===== src/rtl/dly_pkg.sv =====
package dly_pkg;
    typedef enum logic [1:0] {
        ST_IDLE   = 2'd0,
        ST_APPLY  = 2'd1,
        ST_RELOCK = 2'd2
    } dly_state_e;
endpackage


===== src/rtl/dly_enc.sv =====
// Signed step -> zero flag / lead bit / magnitude-minus-one, plus range check.
module dly_enc #(
    parameter int STEP_W = 5,
    parameter int MAG_W  = 3
) (
    input  logic signed [STEP_W-1:0] step,
    output logic                     in_range,
    output logic                     zero,
    output logic                     lead,
    output logic [MAG_W-1:0]         mag
);
    localparam int MAX_STEPS = 1 << MAG_W;
    localparam logic signed [STEP_W-1:0] LIM_HI = STEP_W'(MAX_STEPS);
    localparam logic signed [STEP_W-1:0] LIM_LO = -LIM_HI;

    logic [STEP_W-1:0] abs_v;

    always_comb begin
        in_range = (step >= LIM_LO) && (step <= LIM_HI);
        abs_v    = step[STEP_W-1] ? STEP_W'(-step) : STEP_W'(step);
        zero     = (step == '0);
        lead     = !zero && step[STEP_W-1];
        mag      = zero ? '0 : MAG_W'(abs_v - STEP_W'(1));
    end
endmodule


===== src/rtl/dly_cnt.sv =====
module dly_cnt #(
    parameter int W = 8
) (
    input  logic         clk,
    input  logic         rst_n,
    input  logic         clr,
    input  logic         en,
    output logic [W-1:0] q
);
    always_ff @(posedge clk) begin
        if (!rst_n || clr) q <= '0;
        else if (en)       q <= q + W'(1);
    end
endmodule


===== src/rtl/dly_fsm.sv =====
module dly_fsm
    import dly_pkg::*;
#(
    parameter int RST_CYCLES   = 16,
    parameter int LOCK_TIMEOUT = 256,
    parameter int CNT_W        = 9
) (
    input  logic             clk,
    input  logic             rst_n,
    input  logic             req_valid,
    input  logic             range_ok,
    input  logic             syn_lock,
    input  logic [CNT_W-1:0] cnt,
    output logic             ready,
    output logic             load,
    output logic             cnt_clr,
    output logic             cnt_en,
    output logic             err,
    output logic             syn_rst,
    output logic             dyn,
    output logic             fail
);
    localparam logic [CNT_W-1:0] RST_LAST = CNT_W'(RST_CYCLES - 1);
    localparam logic [CNT_W-1:0] TO_LAST  = CNT_W'(LOCK_TIMEOUT - 1);

    dly_state_e st, nxt;
    logic       fail_set;

    always_comb begin
        nxt      = st;
        cnt_clr  = 1'b0;
        cnt_en   = 1'b0;
        fail_set = 1'b0;
        unique case (st)
            ST_IDLE: begin
                if (req_valid && range_ok) begin       // accept
                    nxt     = ST_APPLY;
                    cnt_clr = 1'b1;
                end
            end
            ST_APPLY: begin
                if (cnt == RST_LAST) begin             // hold_done
                    nxt     = ST_RELOCK;
                    cnt_clr = 1'b1;
                end else begin
                    cnt_en = 1'b1;
                end
            end
            ST_RELOCK: begin
                if (syn_lock) begin                    // locked
                    nxt = ST_IDLE;
                end else if (cnt == TO_LAST) begin     // timeout
                    nxt      = ST_IDLE;
                    fail_set = 1'b1;
                end else begin
                    cnt_en = 1'b1;
                end
            end
            default: nxt = ST_IDLE;
        endcase
    end

    assign ready = (st == ST_IDLE);
    assign load  = ready && req_valid && range_ok;

    always_ff @(posedge clk) begin
        if (!rst_n) st <= ST_IDLE;
        else        st <= nxt;
    end

    always_ff @(posedge clk) begin
        if (!rst_n) begin
            err     <= 1'b0;
            syn_rst <= 1'b0;
            dyn     <= 1'b0;
            fail    <= 1'b0;
        end else begin
            err     <= ready && req_valid && !range_ok;   // reject
            syn_rst <= (nxt == ST_APPLY);
            dyn     <= dyn | load;
            fail    <= load ? 1'b0 : (fail | fail_set);
        end
    end
endmodule


===== src/rtl/dly_step_ctrl.sv =====
module dly_step_ctrl #(
    parameter int STEP_W       = 5,
    parameter int MAG_W        = 3,
    parameter int RST_CYCLES   = 16,
    parameter int LOCK_TIMEOUT = 256
) (
    input  logic                     clk,
    input  logic                     rst_n,
    input  logic                     req_valid,
    input  logic signed [STEP_W-1:0] req_step,
    output logic                     req_ready,
    output logic                     req_err,
    output logic                     dly_dyn,
    output logic                     dly_zero,
    output logic                     dly_lead,
    output logic [MAG_W-1:0]         dly_mag,
    output logic                     syn_rst,
    input  logic                     syn_lock,
    output logic                     lock_fail
);
    localparam int CNT_MAX = (RST_CYCLES > LOCK_TIMEOUT) ? RST_CYCLES : LOCK_TIMEOUT;
    localparam int CNT_W   = $clog2(CNT_MAX + 1);

    logic             e_ok, e_zero, e_lead;
    logic [MAG_W-1:0] e_mag;
    logic             load, cnt_clr, cnt_en;
    logic [CNT_W-1:0] cnt;

    dly_enc #(.STEP_W(STEP_W), .MAG_W(MAG_W)) u_enc (
        .step(req_step), .in_range(e_ok), .zero(e_zero), .lead(e_lead), .mag(e_mag)
    );

    dly_cnt #(.W(CNT_W)) u_cnt (
        .clk(clk), .rst_n(rst_n), .clr(cnt_clr), .en(cnt_en), .q(cnt)
    );

    dly_fsm #(.RST_CYCLES(RST_CYCLES), .LOCK_TIMEOUT(LOCK_TIMEOUT), .CNT_W(CNT_W)) u_fsm (
        .clk(clk), .rst_n(rst_n), .req_valid(req_valid), .range_ok(e_ok),
        .syn_lock(syn_lock), .cnt(cnt), .ready(req_ready), .load(load),
        .cnt_clr(cnt_clr), .cnt_en(cnt_en), .err(req_err), .syn_rst(syn_rst),
        .dyn(dly_dyn), .fail(lock_fail)
    );

    always_ff @(posedge clk) begin
        if (!rst_n) begin
            dly_zero <= 1'b1;
            dly_lead <= 1'b0;
            dly_mag  <= '0;
        end else if (load) begin
            dly_zero <= e_zero;
            dly_lead <= e_lead;
            dly_mag  <= e_mag;
        end
    end
endmodule


===== config.mk =====
export PLATFORM = sky130hd
export DESIGN_NAME = dly_step_ctrl
export DESIGN_NICKNAME = d
export VERILOG_FILES = /design/src/rtl/dly_pkg.sv /design/src/rtl/dly_enc.sv /design/src/rtl/dly_cnt.sv /design/src/rtl/dly_fsm.sv /design/src/rtl/dly_step_ctrl.sv
export SDC_FILE = /design/constraint.sdc
export NUM_CORES = 1
export LEC_CHECK = 0
export ABC_AREA = 1
export BUFFER_PORTS_ARGS = -buffer_cell sky130_fd_sc_hd__buf_2
export CAP_MARGIN = 20
export CORE_MARGIN = 3
export CORE_UTILIZATION = 50
export CTS_BUF_LIST = sky130_fd_sc_hd__clkbuf_4 sky130_fd_sc_hd__clkbuf_8 sky130_fd_sc_hd__clkbuf_16
export CTS_CLUSTER_DIAMETER = 40
export CTS_CLUSTER_SIZE = 12
export DETAILED_ROUTE_END_ITERATION = 8
export HOLD_SLACK_MARGIN = 0.15
export PLACE_DENSITY = 0.77
export SLEW_MARGIN = 25
export SYNTH_ARGS = -nofsm -noshare
export SYNTH_HDL_FRONTEND = slang
export SYNTH_SLANG_ARGS = --single-unit

===== constraint.sdc =====
create_clock -name clk -period 2 [get_ports clk]
set_clock_uncertainty 0.15 [all_clocks]
set_input_delay 0.6 -clock clk [delete_from_list [all_inputs] [get_ports clk]]
set_output_delay 0.6 -clock clk [all_outputs]
set_load 0.01 [all_outputs]

After elaboration in Yosys (flattened, before gate mapping)

Index checks and enable logic that the tools add are counted.

Register bits: 20
Output and inout port bits: 10
Input port bits: 9
Word-level logic and storage cells: 52

$lt $le $gt $ge: 2
Bitwise gates (word level): 3
Mux-type cells: 17
Eq/ne operators: 5
$add $sub $neg: 3
Reductions and logical operators: 13

Operator list:

| kind                  | number |
|---|---|
| $add A9 B1 Y9 const B | 1 |
| $eq A9 B4 Y1 const B  | 1 |
| $eq A9 B8 Y1 const B  | 1 |
| $mux W1               | 8 |
| $mux W2               | 4 |
| $logic_and A1 B1 Y1   | 6 |
| $mux W3               | 2 |
| $pmux W2 S3           | 1 |
| $ge A5 B4 Y1 const B  | 1 |
| $le A5 B5 Y1 const B  | 1 |
| $logic_not A5 Y1      | 1 |
| $eq A2 B1 Y1 const B  | 2 |
| $pmux W1 S2           | 2 |
| $logic_not A1 Y1      | 3 |
| $neg A3 Y3            | 1 |
| $sub A3 B1 Y3 const B | 1 |
| $eq A2 B2 Y1 const B  | 1 |
| $logic_not A2 Y1      | 1 |
| $or A1 B1 Y1          | 2 |
| $reduce_or A2 Y1      | 1 |
| $logic_or A1 B1 Y1    | 1 |
| $not A1 Y1            | 1 |

Depth between registers and ports, before layout

Word-level depth: 6
Gate-level depth with buffers: 12

Cells and area by module

A second synthesis with hierarchy kept.

Cell total of the unflattened synthesis: 182
Area total of the unflattened synthesis: 1237.4 um^2

By module, submodules not included:

| module        | sequential area each (um^2) | instances | area each (um^2) | cells each |
|---|---|---|---|---|
| dly_fsm       | 120.1                       | 1         | 450.4            | 64 |
| dly_cnt       | 180.2                       | 1         | 435.4            | 62 |
| dly_step_ctrl | 100.1                       | 1         | 212.7            | 30 |
| dly_enc       | 0.0                         | 1         | 138.9            | 26 |

Least setup slack after synthesis

No wires, ideal clock.

Path kind: register to register
From: register u_cnt.q[0]
To: register u_fsm.syn_rst
Period minus slack after synthesis: 1972 ps
Path buffers: 1
Data required time: 1739 ps
Setup time: 111 ps
Slack: 28 ps
Stages on the path, launching flop included: 13
Data arrival time: 1711 ps
Path through: dfxtp_1 ha_1 nand3_2 nor4_1 ha_1 inv_1 nand3_1 nand2_1 clkbuf_8 nand2_4 nand2_2 nand3_2 nor2_1

Longest elaborated chain between the ends: 5

RTL lines:

| item                   | line          | source |
|---|---|---|
| from (decl)            | dly_cnt.sv:8  | `output logic [W-1:0] q` |
| from (signal assigned) | dly_cnt.sv:12 | `else if (en) q <= q + W'(1);` |
| $eq A9 B8 Y1           | dly_fsm.sv:52 | `end else if (cnt == TO_LAST) begin` |
| $mux W2                | dly_fsm.sv:52 |  |
| $mux W2                | dly_fsm.sv:50 | `if (syn_lock) begin` |
| $pmux W2 S3 *          | dly_fsm.sv:34 | `unique case (st)` |
| $eq A2 B1 Y1 *         | dly_fsm.sv:79 | `syn_rst <= (nxt == ST_APPLY);` |
| to (signal assigned)   | dly_fsm.sv:79 |  |
| to (decl)              | dly_fsm.sv:19 | `output logic syn_rst,` |

Every way passes the cells marked *; elsewhere a longest branch is shown, timed or not.
A chain may end at the register's enable or synchronous reset.

Worst setup path after layout

From: register u_cnt.q[0]
To: register u_cnt.q[3]

Longest elaborated chain between the ends: 4

RTL lines:

| item                                              | line |
|---|---|
| $eq A9 B8 Y1 or $eq A9 B4 Y1 (tied branches)      | dly_fsm.sv:52, dly_fsm.sv:42 |
| $mux W1, on equally long branches                 | dly_fsm.sv:52, dly_fsm.sv:42 |
| $mux W1 or $pmux W1 S2 (tied branches)            | dly_fsm.sv:50, dly_fsm.sv:34 |
| $pmux W1 S2 or $logic_or A1 B1 Y1 (tied branches) | dly_fsm.sv:34, dly_cnt.sv:11 |

Parallel ways exist; a longest one is shown, timed or not.

==> metrics.md <==
| Metric | Value |
|---|---|
| Status | `finished with violations` |
| Failing checks | `negative setup slack` |
| DRC violations left | `0` |
| Detailed Route WL | `3.29 mm` |
| Max clock buf depth | `2` |
| Antenna viol nets, final | `0` |
| Pre-Repair DR Iteration Count | `7` |
| Clk slew on worst S/H paths | `roughly 0.13 ns` |
| Final period utilization | `101%` |
| Number of max-cap violations | `0` |
| Synth Warn # | `0` |
| Final Critical Period | `2.01 ns` |
| Syn nets | `approximately 180` |
| Number of CTS-inserted buffers | `3` |
| Setup WS pre-CTS | `-0.0261 ns` |
| DRT iter0 DRCs | `77` |
| CTS tree | `done` |
| Avg Cell Area, Syn | `7.36 um^2` |
| Clock Sinks | `20` |
| Die Wd | `55.6 um` |
| Number of synthesized register bits | `20` |
| Boundary pin count | `19` |
| Crit Path Max Fanout | `5` |
| Core ar. | `about 2300 um^2` |
| Worst IR Drop VDD | `0.434 mV` |
| GRT Util Overall | `19.2%` |
| Area share of the largest cell type after synthesis | `32.6%` |
| WL/cell | `14.1 um` |
| Slew HR | `~76%` |
| Input/output buffers | `18` |
| Worst setup margin | `-0.0119 ns` |
| Hold-fix buffers, CTS | `0` |
| Cell count after synthesis | `167` |
| Vias per inst | `about 5.5` |
| Crit path DAT | `2.09 ns` |
| Mapped Area | `1230 um^2` |
| FP Rows | `17` |
| Synth unique cells | `26` |
| Slew @ Worst Pin | `0.361 ns` |
| WHS Path Cells | `1` |
| Path depth of the worst reg2reg path | `10` |
| CTS root buf | `clkbuf_4` |
| Initial Utilization | `54.0%` |
| # setup viols final | `1` |
| P per Cell Area | `516 nW/um^2` |
| Diode count | `0` |
| # H-tree levels | `1` |
| Layout cells sized above 1 | `between 30% and 40%` |
| Slew Limit Fails | `0` |
| Final hold violations | `0` |
| Critical Path RT | `roughly 2.1 ns` |
| Vias | `1284` |
| Hold crit path type | `reg -> reg` |
| DIE AREA | `3090 um^2` |
| Static leakage | `0.742 nW` |
| P&R area growth vs syn | `30.7%` |
| Max Freq | `497 MHz` |
| Dpl hpwl | `2.10 mm` |
| Die height | `roughly 56 um` |
| Setup CP Type | `reg -> reg` |
| Antenna violations before repair | `0` |
| Worst Setup End Kind | `register` |
| Vias in the first global route | `1170` |
| Sequential area share after synthesis | `roughly a third` |
| GRT Residual Overflow | `0` |
| Startpoint type of the worst setup path | `register` |
| First-pass GRT wire length | `4.89 mm` |
| Area contributors post-synth | `dfxtp_1 (33%), nand2_1 (13%), ha_1 (8.1%), inv_1 (7.6%), nand4_1 (6.1%)` |
| Final #Nets | `224` |
| Fin area | `1610 um^2` |
| Worst skew pair latency | `between 0.3 and 0.4 ns` |
| Placement Cell Area | `1450 um^2` |
| Post-synth top area cell | `dfxtp_1` |
| Placer Congestion | `between 0.8 and 0.9` |
| Largest net degree at the start of global routing | `12` |
through the flow:
stage | total power (W) | setup TNS, ns | utilization, % | hold slack (ns) | instances
finish | 0.000829 | -0.0119 | 70.6 | 0.326 | 234
global route | 0.000865 | -0.0478 | 70.6 | 0.352 | 234
CTS | 0.000814 | 0 | 67.1 | 0.329 | 233
detailed placement | 0.000579 | -0.158 | 63.6 | 0.300 | 226
global placement | 0.000576 | 0 | 63.6 | 0.286 | 226
floorplan | 0.000525 | 0 | - | 0.291 | 167
layout make-up:
type / instances / area (um^2)
Clock buffer: 4 / 36.3
Fill cell: 168 / 668
Inverter: 25 / 93.8
Multi-Input combinational cell: 120 / 785
Sequential cell: 20 / 405
Tap cell: 28 / 35.0
Timing Repair Buffer: 37 / 253
synthesized netlist by cell type:
master    count
a21oi_2       1
o21a_1        2
nor2_4        2
nand3_2       3
o21ai_4       1
nand3_1       8
dfxtp_1      20
ha_1          8
a21oi_1       9
o21ai_0       7
nor2_2        2
nand3_4       2
xor2_1        2
o211ai_1      1
buf_6         1
nor2_1       11
o21ai_2       1
xnor2_1       1
nor4_1        1
nand2_2       2
nand2_1      42
buf_1         1
clkbuf_8      1
nand4_1      12
nand2_4       1
inv_1        25
state kept, by name, summed over array words and instances, names as in the netlist:
name,count
u_fsm.st,2
u_cnt.q,9
dly_lead,1
u_fsm.dyn,1
dly_mag,3
u_fsm.err,1
dly_zero,1
u_fsm.syn_rst,1
u_fsm.fail,1
metal layers:
metal | wire [um] | vias to the layer above | GRT usage, %
li1 | - | 625 | -
met1 | 1300 | 596 | 23.1
met2 | 1710 | 57 | 33.8
met3 | 238 | 6 | 2.78
met4 | 38 | 0 | 7.64
met5 | 0 | - | 0
cells by family (layout without fill, tap and decap cells):
logic type	count (synthesis)	count (layout)	share of synthesized area [%]
xor gates and xnor gates	3	3	2.14
and+or+nand+nor	86	87	36.1
AOI/OAI and AO/OA	22	22	11.1
DFF	20	20	32.6
adders and majority gates	8	8	8.14
buffers and inverters	28	66	9.97
critical path, stage by stage (launching register included):
cell     delay, ns
dfxtp_2       0.38
ha_4          0.16
nand3_4       0.09
nor4_4        0.17
ha_2          0.21
inv_1         0.08
nand3_4       0.09
nand3_4       0.15
nand3_2       0.17
nand2_1       0.08
a21oi_1       0.21
power breakdown:
group,leakage [nW],switching (W),internal (W),total [W]
clock network,0.0210,0.000134,0.000111,0.000246
registers,0.165,0.00000801,0.000415,0.000423
logic,0.557,0.0000973,0.0000632,0.000161
final timing paths:
kind / start / endpoint / slack [ns]
max: u_cnt.q[0] / u_cnt.q[3] / -0.01
min: u_fsm.dyn / u_fsm.dyn / 0.33
max reg2reg: u_cnt.q[0] / u_cnt.q[3] / -0.01
min reg2reg: u_fsm.dyn / u_fsm.dyn / 0.33
repair_timing:
item	in CTS	in global routing
setup buffers	3	0
setup endpoints to repair	12	12
resized for setup	3	16
pin swaps	1	3
cloned	0	1
cell usage in the layout (no fill, tap or decap):
cell       n
a21oi_1    7
a21oi_2    3
buf_12     1
buf_2     18
buf_4     16
buf_6      2
clkbuf_4   3
clkbuf_8   1
dfxtp_1   16
dfxtp_2    4
ha_1       5
ha_2       2
ha_4       1
inv_1     25
nand2_1   41
nand2_2    2
nand2_4    2
nand3_1    7
nand3_2    3
nand3_4    4
nand4_1   12
nor2_1    11
nor2_2     2
nor2_4     2
nor4_4     1
o211ai_1   1
o21a_1     2
o21ai_0    7
o21ai_2    1
o21ai_4    1
xnor2_1    1
xor2_1     2
Note: power is estimated with default switching activity, not from simulation.
